==> src/rtl/pmc_pkg.sv <==
package pmc_pkg;
    typedef enum logic [1:0] {
        ST_IDLE = 2'd0,
        ST_UP   = 2'd1,
        ST_DOWN = 2'd2
    } pmc_state_e;
endpackage

==> src/rtl/pmc_qualify.sv <==
module pmc_qualify #(
    parameter int EVT_W = 3
) (
    input  logic             clk,
    input  logic             rst_n,
    input  logic [EVT_W-1:0] evt,
    input  logic [EVT_W-1:0] thr,
    input  logic             inv,
    output logic [EVT_W-1:0] inc
);
    logic hit;

    always_comb begin
        hit = inv ? (evt < thr) : (evt >= thr);
        if (thr == '0) begin
            inc = evt;
        end else begin
            inc = {{(EVT_W-1){1'b0}}, hit};
        end
    end

    // A thresholded compare contributes at most one per cycle.
    assert_single_step_R3: assert property (@(posedge clk) disable iff (!rst_n)
        (thr != '0) |-> (inc <= 1));
endmodule

==> src/rtl/pmc_fsm.sv <==
module pmc_fsm
    import pmc_pkg::*;
(
    input  logic       clk,
    input  logic       rst_n,
    input  logic       cfg_we,
    input  logic       cfg_cnt_en,
    input  logic       cfg_sample,
    output pmc_state_e state
);
    pmc_state_e state_nx;

    always_ff @(posedge clk or negedge rst_n) begin
        if (!rst_n) state <= ST_IDLE;
        else        state <= state_nx;
    end

    always_comb begin
        state_nx = state;
        unique case (state)
            ST_IDLE, ST_UP, ST_DOWN: begin
                if (cfg_we) begin
                    if (!cfg_cnt_en)     state_nx = ST_IDLE;
                    else if (cfg_sample) state_nx = ST_DOWN;
                    else                 state_nx = ST_UP;
                end
            end
            default: state_nx = ST_IDLE;
        endcase
    end

    // The mode changes only through a configuration write.
    assert_state_hold_R6: assert property (@(posedge clk) disable iff (!rst_n)
        !cfg_we |=> $stable(state));
endmodule

==> src/rtl/pmc_counter.sv <==
module pmc_counter
    import pmc_pkg::*;
#(
    parameter int CNT_W = 40,
    parameter int EVT_W = 3
) (
    input  logic             clk,
    input  logic             rst_n,
    input  pmc_state_e       state,
    input  logic             glb_en,
    input  logic             cfg_we,
    input  logic             cfg_sample,
    input  logic [CNT_W-1:0] cfg_reload,
    input  logic [CNT_W-1:0] reload_q,
    input  logic [EVT_W-1:0] inc,
    output logic [CNT_W-1:0] count_q,
    output logic             irq
);
    localparam logic [CNT_W-1:0] STEP_LIMIT = CNT_W'(6);

    logic [CNT_W-1:0] inc_w;
    logic [CNT_W-1:0] overshoot;
    logic [CNT_W-1:0] refill;
    logic             live;
    logic             underflow;

    always_comb begin
        inc_w     = {{(CNT_W-EVT_W){1'b0}}, inc};
        live      = glb_en && !cfg_we;
        underflow = (inc != '0) && (inc_w >= count_q);
        overshoot = inc_w - count_q;
        refill    = (overshoot < reload_q) ? (reload_q - overshoot) : reload_q;
    end

    always_ff @(posedge clk or negedge rst_n) begin
        if (!rst_n) begin
            count_q <= '0;
            irq     <= 1'b0;
        end else if (cfg_we) begin
            count_q <= cfg_sample ? cfg_reload : '0;
            irq     <= 1'b0;
        end else begin
            irq <= 1'b0;
            if (live) begin
                unique case (state)
                    ST_UP:   count_q <= count_q + inc_w;
                    ST_DOWN: begin
                        if (underflow) begin
                            count_q <= refill;
                            irq     <= 1'b1;
                        end else begin
                            count_q <= count_q - inc_w;
                        end
                    end
                    default: count_q <= count_q;
                endcase
            end
        end
    end

    assert_irq_cause_R10: assert property (@(posedge clk) disable iff (!rst_n)
        irq |-> $past(state == ST_DOWN && glb_en && !cfg_we));
    assert_no_irq_after_write_R6: assert property (@(posedge clk) disable iff (!rst_n)
        cfg_we |=> !irq);
    assert_gated_hold_R5: assert property (@(posedge clk) disable iff (!rst_n)
        (!glb_en && !cfg_we) |=> ($stable(count_q) && !irq));
    assert_idle_hold_R7: assert property (@(posedge clk) disable iff (!rst_n)
        (state == ST_IDLE && !cfg_we) |=> $stable(count_q));
    assert_up_step_R2: assert property (@(posedge clk) disable iff (!rst_n)
        (state == ST_UP && !cfg_we) |=> ((count_q - $past(count_q)) <= STEP_LIMIT));
endmodule

==> src/rtl/evt_threshold_counter.sv <==
module evt_threshold_counter
    import pmc_pkg::*;
#(
    parameter int CNT_W = 40,
    parameter int EVT_W = 3
) (
    input  logic             clk,
    input  logic             rst_n,
    input  logic             glb_en,
    input  logic [EVT_W-1:0] evt_cnt,
    input  logic             cfg_we,
    input  logic             cfg_cnt_en,
    input  logic [EVT_W-1:0] cfg_thresh,
    input  logic             cfg_inv,
    input  logic             cfg_sample,
    input  logic [CNT_W-1:0] cfg_reload,
    output logic [CNT_W-1:0] count_q,
    output logic             irq
);
    logic [EVT_W-1:0] thr_q;
    logic             inv_q;
    logic [CNT_W-1:0] reload_q;
    logic [EVT_W-1:0] inc;
    pmc_state_e       state;

    always_ff @(posedge clk or negedge rst_n) begin
        if (!rst_n) begin
            thr_q    <= '0;
            inv_q    <= 1'b0;
            reload_q <= '0;
        end else if (cfg_we) begin
            thr_q    <= cfg_thresh;
            inv_q    <= cfg_inv;
            reload_q <= cfg_reload;
        end
    end

    pmc_qualify #(.EVT_W(EVT_W)) u_qualify (
        .clk (clk),
        .rst_n (rst_n),
        .evt (evt_cnt),
        .thr (thr_q),
        .inv (inv_q),
        .inc (inc)
    );

    pmc_fsm u_fsm (
        .clk        (clk),
        .rst_n      (rst_n),
        .cfg_we     (cfg_we),
        .cfg_cnt_en (cfg_cnt_en),
        .cfg_sample (cfg_sample),
        .state      (state)
    );

    pmc_counter #(.CNT_W(CNT_W), .EVT_W(EVT_W)) u_counter (
        .clk        (clk),
        .rst_n      (rst_n),
        .state      (state),
        .glb_en     (glb_en),
        .cfg_we     (cfg_we),
        .cfg_sample (cfg_sample),
        .cfg_reload (cfg_reload),
        .reload_q   (reload_q),
        .inc        (inc),
        .count_q    (count_q),
        .irq        (irq)
    );
endmodule

==> config.mk <==
export PLATFORM = sky130hd
export DESIGN_NAME = evt_threshold_counter
export DESIGN_NICKNAME = d
export VERILOG_FILES = /design/src/rtl/pmc_pkg.sv /design/src/rtl/pmc_qualify.sv /design/src/rtl/pmc_fsm.sv /design/src/rtl/pmc_counter.sv /design/src/rtl/evt_threshold_counter.sv
export SDC_FILE = /design/constraint.sdc
export NUM_CORES = 1
export LEC_CHECK = 0
export ABC_AREA = 1
export BUFFER_PORTS_ARGS = -buffer_cell sky130_fd_sc_hd__clkbuf_2
export CELL_PAD_IN_SITES_DETAIL_PLACEMENT = 1
export CELL_PAD_IN_SITES_GLOBAL_PLACEMENT = 1
export CORE_ASPECT_RATIO = 1.5
export CORE_MARGIN = 2
export CORE_UTILIZATION = 35
export CTS_BUF_LIST = sky130_fd_sc_hd__clkbuf_16
export DETAILED_ROUTE_END_ITERATION = 16
export PLACE_DENSITY = 0.67
export SETUP_SLACK_MARGIN = 0.2
export SYNTH_ARGS = -nofsm -noshare
export SYNTH_HDL_FRONTEND = slang
export SYNTH_SLANG_ARGS = --single-unit
export TNS_END_PERCENT = 20
==> constraint.sdc <==
create_clock -name clk -period 6.3 [get_ports clk]
set_clock_uncertainty 0.1 [all_clocks]
set_input_delay 0.63 -clock clk [delete_from_list [all_inputs] [get_ports clk]]
set_output_delay 0.63 -clock clk [all_outputs]
set_load 0.05 [all_outputs]
==> results.py, run 1 <==
metrics = {
    "global_route": {
        "grt_max_degree": 65,
        "antenna_found_initial": 1,
        "grt_pass1_vias": 13398,
        "grt.overflow.total": 0,
        "grt_usage_pct": 33.8,
        "grt_pass1_wl_um": 80800,
    },
    "die": {
        "die_area_um2": 32400,
        "rows": 78,
        "fp.dieH_um": 219,
        "chipWidth_um": 148,
        "start_util_pct": 35.7,
        "core_area_um2": 30400,
        "io_pins": 94,
    },
    "power": {
        "p_leak_nw": 5.92,
        "power_mw": 3.57,
        "p_per_area_nw_per_um2": 294,
        "max-vdd-ir-drop_uv": 161,
    },
    "clocking": {
        "clock_sink_count": 87,
        "cts_tree": "done",
        "ctsRootBufferMaster": "clkbuf_16",
        "cts_setup_buffers": 0,
        "numCtsBuffers": 9,
        "htree_levels": 3,
        "clock_latency_ns": 0.39,
        "clkSlewWorstSetupHoldPaths_ns": 0.07,
        "clockBufferDepth": 2,
    },
    "timing": {
        "setup_viol": 0,
        "hold_slack_ns": 0.114,
        "slew_violations": 0,
        "fin_crit_ns": 5.71,
        "slew_headroom_pct": 43.1,
        "post-route-period-util_pct": 90.6,
        "fmax_mhz": 175,
        "worstMarginPinSlew_ns": 0.847,
        "rsz0062_at_grt": "false",
        "finalHoldViolations": 0,
    },
    "worst_setup_path": {
        "cp.arrival_ns": 5.91,
        "startpoint": "thr_q[2]$_DFFE_PN0P_",
        "reg2reg_depth": 32,
        "cp-endpoint": "u_counter.count_q[3]$_DFFE_PN0P_",
        "worstSetupPathType": "flip-flop to flip-flop",
        "end_kind": "flip-flop",
        "slowest_stage": "fa_1",
        "worst-path-max-fanout": 10,
        "startpoint_type": "flip-flop",
        "reg2reg_from": "thr_q[2]$_DFFE_PN0P_",
        "cp.required_ns": 6.50,
        "r2r_end": "u_counter.count_q[3]$_DFFE_PN0P_",
        "r2r_slack_ns": 0.59,
        "path_common_cell": "nand2_1",
        "crit_path_max_incr_delay_ns": 0.39,
    },
    "yosys": {
        "synth_nets": 1928,
        "ys_ff_latch": 87,
        "syn-instance-count": 1818,
        "async_flop_share_pct": 100,
        "netlist_area_um2": 10800,
        "netlist.top_cell.by_area": "dfrtp_1",
        "synth_edf_count": 0,
        "synth_top_area_share_pct": 20.1,
        "synthTopCellsByArea": "dfrtp_1, nand2_1, nor2_1",
        "synth.distinct_cells": 51,
        "synth_ff_type": "dfrtp_1",
        "yosys_warnings": 0,
        "postSynthAreaPerCell_um2": 5.95,
        "seq_area_frac_synth_pct": 20.1,
    },
    "routing": {
        "drcViolationCount": 0,
        "first_pass_iters": 5,
        "first_iter_violations": 854,
        "num_vias": 12667,
        "ant_nets": 0,
        "wl_per_cell_um": 23.5,
        "wl_um": 53900,
        "viasPerCell": 5.52,
    },
    "finish": {
        "drive_gt1_share_pct": 10.4,
        "n_fill_cell": 4167,
        "final_util_pct": 40.0,
        "syn_to_final_growth_pct": 12.1,
        "final_cell_area_um2": 12100,
        "instances_no_fill": 2296,
        "layout.nets": 2000,
    },
    "placement": {
        "dp_hpwl_um": 43300,
        "globalplace.congestion": 1.00,
        "place.port_buffers": 93,
        "place_area_um2": 11800,
        "dp_cells": 2279,
    },
    "run_status": {
        "status": "finished clean",
    },
    "min_path": {
        "hold_class": "primary input to async pin",
    },
    "job": {
        "maxCapViolCount": 0,
    },
}
## stage by stage
| step | setup slack, ns | TNS [ns] |
|---|---|---|
| finish | 0.589 | 0 |
| global route | 0.217 | 0 |
| CTS | 0.279 | 0 |
| detailed placement | -0.282 | -4.17 |
| global placement | -0.187 | -0.298 |
| floorplan | 1.31 | 0 |
## sequential cells by signal, indices dropped and copies added (netlist names)
register / flops
inv_q: 1
reload_q: 40
thr_q: 3
u_counter.count_q: 40
u_counter.irq: 1
u_fsm.state: 2
## layout make-up
cell class	instances	area [µm²]	share of cell area, %
multi-input cells	1429	7470	61.6
flip-flops and latches	87	2180	17.9
inverters	229	862	7.10
repair buffers	134	803	6.62
well taps	400	500	4.12
clock buffers	9	225	1.86
clock inverters	7	88.8	0.732
diodes	1	2.50	0.0206
## what timing repair did
action	CTS	global route
hold buffers	0	0
hold endpoints to repair	0	0
cloned	0	0
gates resized for setup	1	11
setup endpoints to repair	25	39
pin swaps	0	1
## worst max-delay path, delay by kind of cell (launching register included)
kind	cells	cell delay, ns
compound gates	4	0.66
simple gates	17	2.40
fa+ha+maj	4	1.28
buf+inv	6	0.60
xor+xnor	1	0.20
flops	1	0.36
## cell usage in the layout, fill, tap and decap left out, drive strengths merged
cell / n
inv: 227
nand3: 87
clkinvlp: 1
nor3b: 2
a21oi: 136
nand3b: 5
o21bai: 4
xor2: 94
nand2: 514
o21ai: 113
buf: 43
dfrtp: 87
diode: 1
or2: 5
ha: 53
clkinv: 6
nor3: 31
fa: 4
nand4: 25
bufinv: 2
and2: 4
o31ai: 4
nor4b: 1
a22oi: 4
a31oi: 47
nor4: 12
o211ai: 11
clkbuf: 100
a21o: 3
a21boi: 3
o21a: 2
xnor2: 15
nor2: 250
## worst min-delay path by stage
stage	end	slack (ns)	cells past startpoint
after global routing	reload_q[6]$_DFFE_PN0P_	0.15	1
after floorplan	inv_q$_DFFE_PN0P_	0.23	0
after global placement	reload_q[5]$_DFFE_PN0P_	0.39	2
after detailed placement	reload_q[4]$_DFFE_PN0P_	0.40	2
final	reload_q[6]$_DFFE_PN0P_	0.11	1
after CTS	reload_q[6]$_DFFE_PN0P_	0.14	1
## synthesized netlist by cell type (6+ instances only)
| master | n |
|---|---|
| ha_1 | 53 |
| o21ai_0 | 93 |
| nor2_2 | 9 |
| buf_4 | 7 |
| inv_2 | 6 |
| nor3_1 | 30 |
| a31oi_1 | 47 |
| dfrtp_1 | 87 |
| nand4_1 | 25 |
| xnor2_1 | 15 |
| a21oi_1 | 130 |
| o211ai_1 | 11 |
| xor2_1 | 94 |
| buf_2 | 24 |
| inv_1 | 218 |
| o21ai_1 | 19 |
| nand3_1 | 85 |
| nor2_1 | 240 |
| nor4_1 | 11 |
| nand2_1 | 511 |
| clkbuf_1 | 29 |
## cells by family (layout without fill, tap and decap cells)
kind of cell / Yosys count / count (layout) / share of synthesized area [%]
AOI/OAI and AO/OA: 327 / 327 / 16.7
xor gates and xnor gates: 109 / 109 / 8.82
adders and majority gates: 57 / 57 / 6.87
buffers and inverters: 302 / 379 / 11.4
DFF: 87 / 87 / 20.1
other: 0 / 1 / 0
and+or+nand+nor: 936 / 936 / 36.1
## power breakdown
group          internal, mW  switching [mW]
Clock                 0.345           0.275
Sequential            0.633           0.192
Combinational         0.632            1.49
Total                  1.61            1.96
## routing by layer
layer	wire, µm	GRT usage, %	share of wire, %	vias up
met3	2800	4.82	5.2	140
met5	0	0	0	-
met1	22000	40.7	41	6124
met2	26000	57.6	48	399
li1	-	-	-	6004
met4	3160	18.8	5.9	0
Note: power is estimated with default switching activity, not from simulation.
==> run 2: changes to the inputs <==
--- a/config.mk
+++ b/config.mk
@@ -12,7 +12,7 @@
 export CORE_ASPECT_RATIO = 1.5
 export CORE_MARGIN = 2
 export CORE_UTILIZATION = 35
-export CTS_BUF_LIST = sky130_fd_sc_hd__clkbuf_16
+export CTS_BUF_LIST = sky130_fd_sc_hd__clkbuf_2 sky130_fd_sc_hd__clkbuf_4 sky130_fd_sc_hd__clkbuf_8
 export DETAILED_ROUTE_END_ITERATION = 16
 export PLACE_DENSITY = 0.67
 export SETUP_SLACK_MARGIN = 0.2
==> run 2 against run 1 <==
Effect of this change: critical path depth unchanged; sequential cell count did not move; final cell count unchanged; total power is 3.4% lower; sequential power barely moved; core utilization is 0.29 points lower; setup slack worse by 0.036 ns; clock power shrank 19%.
==> results.py, run 2 (synthesis gave the netlist of run 1 again) <==
metrics = {
    "run_status": {
        "status": "finished clean",
    },
    "clocking": {
        "numCtsBuffers": 9,
        "ctsRootBufferMaster": "clkbuf_8",
        "htree_levels": 3,
        "clkSlewWorstSetupHoldPaths_ns": 0.11,
        "clock_latency_ns": 0.45,
        "clock_sink_count": 87,
        "cts_setup_buffers": 0,
        "clockBufferDepth": 2,
        "cts_tree": "done",
    },
    "finish": {
        "layout.nets": 2000,
        "layout_commonest_cell": "nand2_1",
        "n_fill_cell": 4171,
        "syn_to_final_growth_pct": 11.3,
        "most-common-layout-cells": "nand2_1, nor2_1, inv_1",
        "reg.largest.list": "reload_q: 40 flops, u_counter.count_q: 40 flops, thr_q: 3 flops",
        "multi_input_area_um2": 7470,
        "seq_area_um2": 2180,
        "drive_gt1_share_pct": 10.6,
    },
    "timing": {
        "fin_ws_ns": 0.553,
        "rsz0062_at_grt": "false",
        "slew_headroom_pct": 44.2,
        "post-route-period-util_pct": 91.2,
        "fmax_mhz": 174,
        "setup_viol": 0,
        "fin_crit_ns": 5.75,
        "finalHoldViolations": 0,
        "worstMarginPinSlew_ns": 0.831,
        "slew_violations": 0,
        "fin_tns_setup_ns": 0,
    },
    "power": {
        "p_per_area_nw_per_um2": 286,
        "seq_power_share_pct": 23.9,
        "p_int_mw": 1.50,
        "max-vdd-ir-drop_uv": 161,
        "p_switching_mw": 1.95,
        "power_frac_clock_pct": 14.5,
        "p_leak_nw": 5.88,
        "sw_frac_of_total_pct": 56.4,
        "pwr-share-comb_pct": 61.6,
    },
    "global_route": {
        "grt_usage_pct": 33.7,
        "grt_pass1_wl_um": 80600,
        "antenna_found_initial": 1,
        "grt.overflow.total": 0,
        "grt_pass1_vias": 13340,
        "grt_max_degree": 65,
    },
    "die": {
        "die_area_um2": 32400,
        "fp.dieH_um": 219,
        "chipWidth_um": 148,
        "start_util_pct": 35.7,
        "core_area_um2": 30400,
        "io_pins": 94,
        "rows": 78,
    },
    "min_path": {
        "hold_class": "primary input to async pin",
    },
    "worst_setup_path": {
        "startpoint_type": "flip-flop",
        "cp.arrival_ns": 6.01,
        "end_kind": "flip-flop",
        "worstSetupPathType": "flip-flop to flip-flop",
        "slowest_stage": "nor4b_4",
        "path_common_cell": "nand2_1",
        "crit_path_max_incr_delay_ns": 0.40,
        "worst-path-max-fanout": 10,
        "cp.required_ns": 6.56,
    },
    "routing": {
        "ant_nets": 0,
        "drcViolationCount": 0,
        "wl_per_cell_um": 23.5,
        "viasPerCell": 5.49,
        "first_iter_violations": 770,
        "first_pass_iters": 5,
        "num_vias": 12616,
        "wl_um": 53800,
    },
    "job": {
        "maxCapViolCount": 0,
    },
    "placement": {
        "dp_hpwl_um": 43300,
        "place.port_buffers": 93,
        "globalplace.congestion": 1.00,
        "pre_cts_ws_ns": -0.282,
    },
}
## run 2: power by group through the flow
| stage | registers [mW] | logic, mW | clock network, mW |
|---|---|---|---|
| 6_report | 0.825 | 2.12 | 0.500 |
| 3_3_place_gp | 0.828 | 2.07 | 0 |
| 4_1_cts | 0.819 | 2.09 | 0.512 |
| 5_1_grt | 0.836 | 2.31 | 0.527 |
| 3_5_place_dp | 0.830 | 2.08 | 0 |
| 2_1_floorplan | 0.886 | 1.25 | 0 |
## run 2: layer usage
layer / wire length, µm / GRT usage [%] / part of all wire (%)
met5: 0 / 0 / 0
met4: 3000 / 17.8 / 5.6
met3: 2300 / 4.05 / 4.3
met2: 26100 / 58.0 / 49
met1: 22400 / 41.1 / 42
## run 2: final cells by class
| class | count | share of cell area (%) |
|---|---|---|
| Sequential cell | 87 | 18.1 |
| Multi-Input combinational cell | 1429 | 62.0 |
| Antenna cell | 1 | 0.0208 |
| Timing Repair Buffer | 134 | 6.67 |
| Tap cell | 400 | 4.15 |
| Inverter | 229 | 7.16 |
| Clock inverter | 5 | 0.675 |
| Clock buffer | 11 | 1.20 |
## run 2: stage by stage
step | utilization (%) | power, mW | instances | cell area (µm²) | hold slack, ns
after floorplan | - | 2.14 | 1818 | 10800 | 0.234
after global placement | 38.8 | 2.89 | 2279 | 11800 | 0.393
final | 39.7 | 3.45 | 2296 | 12000 | 0.0490
after detailed placement | 38.8 | 2.91 | 2279 | 11800 | 0.397
after global routing | 39.7 | 3.68 | 2295 | 12000 | 0.0818
after CTS | 39.5 | 3.42 | 2295 | 12000 | 0.0701
## run 2: worst paths after layout
check | from | endpoint | slack [ns] | depth (start not counted)
min in group clk | cfg_thresh[1] | thr_q[1]$_DFFE_PN0P_ | 0.29 | 3
max in group asynchronous | rst_n | reload_q[29]$_DFFE_PN0P_ | 4.85 | 2
worst min-delay path | rst_n | reload_q[6]$_DFFE_PN0P_ | 0.05 | 1
worst max-delay path | thr_q[2]$_DFFE_PN0P_ | u_counter.count_q[3]$_DFFE_PN0P_ | 0.55 | 32
worst max register to register | thr_q[2]$_DFFE_PN0P_ | u_counter.count_q[3]$_DFFE_PN0P_ | 0.55 | 32
worst min register to register | reload_q[4]$_DFFE_PN0P_ | reload_q[4]$_DFFE_PN0P_ | 0.42 | 2
## run 2: timing repair
action                                  CTS  global route
pin swaps                                 0             1
gates resized for setup                   1            11
hold buffers                              0             0
endpoints found under the setup margin   28            39
## run 2: critical path: cells and delay by family (launching register included)
| family | cells | cell delay, ns |
|---|---|---|
| simple gates | 17 | 2.41 |
| fa+ha+maj | 4 | 1.28 |
| compound gates | 4 | 0.67 |
| buf+inv | 6 | 0.60 |
| flops | 1 | 0.38 |
| xor+xnor | 1 | 0.21 |
==> run 3: changes to the inputs <==
--- a/config.mk
+++ b/config.mk
@@ -10,12 +10,11 @@
 export CELL_PAD_IN_SITES_DETAIL_PLACEMENT = 1
 export CELL_PAD_IN_SITES_GLOBAL_PLACEMENT = 1
 export CORE_ASPECT_RATIO = 1.5
-export CORE_MARGIN = 2
 export CORE_UTILIZATION = 35
 export CTS_BUF_LIST = sky130_fd_sc_hd__clkbuf_2 sky130_fd_sc_hd__clkbuf_4 sky130_fd_sc_hd__clkbuf_8
 export DETAILED_ROUTE_END_ITERATION = 16
 export PLACE_DENSITY = 0.67
-export SETUP_SLACK_MARGIN = 0.2
+export SETUP_SLACK_MARGIN = 0.4
 export SYNTH_ARGS = -nofsm -noshare
 export SYNTH_HDL_FRONTEND = slang
 export SYNTH_SLANG_ARGS = --single-unit
==> constraint.sdc (replaced) <==
create_clock -name clk -period 6.5 [get_ports clk]
set_clock_uncertainty 0.1 [all_clocks]
set_input_delay 0.65 -clock clk [delete_from_list [all_inputs] [get_ports clk]]
set_output_delay 0.65 -clock clk [all_outputs]
set_load 0.05 [all_outputs]
==> run 3 against run 2 <==
Effect of this change: count of clock-buffer cells in the layout decreased by 2; combinational power decreased by 4%; critical endpoint is now u_counter.count_q[34]$_DFFE_PN0P_; hold slack better by 0.056 ns; final cell count decreased by 0.61%; critical path depth increased by 1; cell area down 0.97%.
==> results.py, run 3 (synthesis gave the netlist of run 1 again) <==
metrics = {
    "timing": {
        "fin_tns_setup_ns": 0,
        "fin_crit_ns": 5.72,
        "slew_violations": 0,
        "finalHoldViolations": 0,
        "slew_headroom_pct": 36.7,
        "setup_viol": 0,
        "post-route-period-util_pct": 88.0,
        "worstMarginPinSlew_ns": 0.948,
        "rsz0062_at_grt": "false",
        "fmax_mhz": 175,
    },
    "global_route": {
        "grt.overflow.total": 0,
        "met1_usage_pct": 39.8,
        "grt_use_met3_pct": 3.92,
        "use_met2_pct": 60.5,
        "grt_pass1_wl_um": 79700,
        "grt_max_degree": 67,
        "grt_pass1_vias": 13217,
        "antenna_found_initial": 1,
        "gr-max-usage-layer": "met2",
        "grt_usage_pct": 34.0,
    },
    "worst_setup_path": {
        "worst-path-max-fanout": 19,
        "cp.arrival_ns": 5.96,
        "crit_path_max_incr_delay_ns": 0.41,
        "r2r_slack_ns": 0.78,
        "cp_top_family": "simple AND/OR/NAND/NOR gates",
        "worstSetupPathType": "flip-flop to flip-flop",
        "path_common_cell": "nand2_1",
        "end_kind": "flip-flop",
        "cp.required_ns": 6.74,
        "crit_buf_inv": 7,
        "slowest_stage": "dfrtp_1",
        "startpoint_type": "flip-flop",
    },
    "placement": {
        "place.port_buffers": 93,
        "globalplace.congestion": 0.974,
        "dp_hpwl_um": 42000,
        "dp_cells": 2262,
    },
    "clocking": {
        "cts_tree": "done",
        "clock_latency_ns": 0.45,
        "htree_levels": 3,
        "numCtsBuffers": 9,
        "holdBufCountCts": 0,
        "clkSlewWorstSetupHoldPaths_ns": 0.11,
        "ctsRootBufferMaster": "clkbuf_8",
        "clockBufferDepth": 2,
        "clock_sink_count": 87,
    },
    "routing": {
        "first_pass_iters": 6,
        "num_vias": 12583,
        "wl_um": 52700,
        "first_iter_violations": 752,
        "ant_nets": 0,
        "viasPerCell": 5.51,
        "wl_per_cell_um": 23.1,
        "drcViolationCount": 0,
    },
    "finish": {
        "drive_gt1_share_pct": 10.3,
        "reg.largest.list": "reload_q: 40 flops, u_counter.count_q: 40 flops, thr_q: 3 flops",
        "instances_no_fill": 2282,
        "final_util_pct": 39.3,
        "layout_commonest_cell": "nand2_1",
        "n_antenna_cell": 0,
        "most-common-layout-cells": "nand2_1, nor2_1, inv_1",
        "layout.nets": 1987,
        "syn_to_final_growth_pct": 10.2,
    },
    "power": {
        "power_frac_clock_pct": 12.4,
        "p_leak_nw": 5.79,
        "sw_frac_of_total_pct": 58.2,
        "seq_power_share_pct": 24.7,
        "p_int_mw": 1.35,
        "pwr-share-comb_pct": 62.9,
        "p_switching_mw": 1.88,
        "p_per_area_nw_per_um2": 271,
        "max-vdd-ir-drop_uv": 173,
    },
    "job": {
        "maxCapViolCount": 0,
    },
    "die": {
        "core_area_um2": 30400,
        "start_util_pct": 35.7,
        "io_pins": 94,
        "die_area_um2": 31600,
        "chipWidth_um": 146,
        "rows": 78,
        "fp.dieH_um": 217,
    },
    "min_path": {
        "hold_class": "primary input to async pin",
    },
    "run_status": {
        "status": "finished clean",
    },
}
[run 3: cell types whose count changed in the layout (fill, tap and decap cells not counted), sizes merged]
cell      before  now
clkinv         5    7
clkbuf       102  100
clkinvlp       1    3
diode          1    0
buf           43   30
bufinv         2    0
[run 3: worst paths after layout]
| check | start | to | cells past startpoint |
|---|---|---|---|
| max | thr_q[2]$_DFFE_PN0P_ | u_counter.count_q[34]$_DFFE_PN0P_ | 33 |
| min | rst_n | reload_q[5]$_DFFE_PN0P_ | 1 |
| max reg2reg | thr_q[2]$_DFFE_PN0P_ | u_counter.count_q[34]$_DFFE_PN0P_ | 33 |
| min reg2reg | reload_q[5]$_DFFE_PN0P_ | reload_q[5]$_DFFE_PN0P_ | 2 |
| max in group asynchronous | rst_n | u_counter.count_q[16]$_DFFE_PN0P_ | 2 |
| min in group clk | cfg_thresh[1] | thr_q[1]$_DFFE_PN0P_ | 3 |
[run 3: what timing repair did]
action,4_1_cts,5_1_grt
gates resized for setup,1,20
endpoints found under the setup margin,7,40
buffers inserted,0,4
pin swaps,0,3
cloned,0,0
[run 3: routing by layer]
metal  routed length, µm  part of all wire [%]  up-vias
met5                   9                 0.017        -
met4                2680                   5.1        2
met3                2190                   4.2      121
met2               26100                    50      353
met1               21700                    41     6145
li1                    -                     -     5962
[run 3: area by class of cell]
cell class	count	area, µm²
timing repair buffer	121	709
tap	400	500
clock buffer	9	124
multi-input combinational	1429	7510
inverter	229	862
sequential	87	2180
fill	4159	18400
clock inverter	7	50.0
[run 3: power by group through the flow]
stage	Clock, mW	Sequential [mW]	Combinational (mW)
CTS	0.409	0.795	1.99
global route	0.422	0.810	2.20
finish	0.401	0.799	2.03
global placement	0	0.805	1.95
floorplan	0	0.859	1.21
detailed placement	0	0.806	1.97
[run 3: stage by stage]
step	hold slack, ns	setup WS (ns)	power [mW]	area, µm²
finish	0.105	0.779	3.23	11900
global route	0.163	0.422	3.44	11900
CTS	0.130	0.435	3.19	11800
detailed placement	0.397	0.0941	2.78	11600
global placement	0.386	0.132	2.76	11600
floorplan	0.254	1.49	2.07	10800
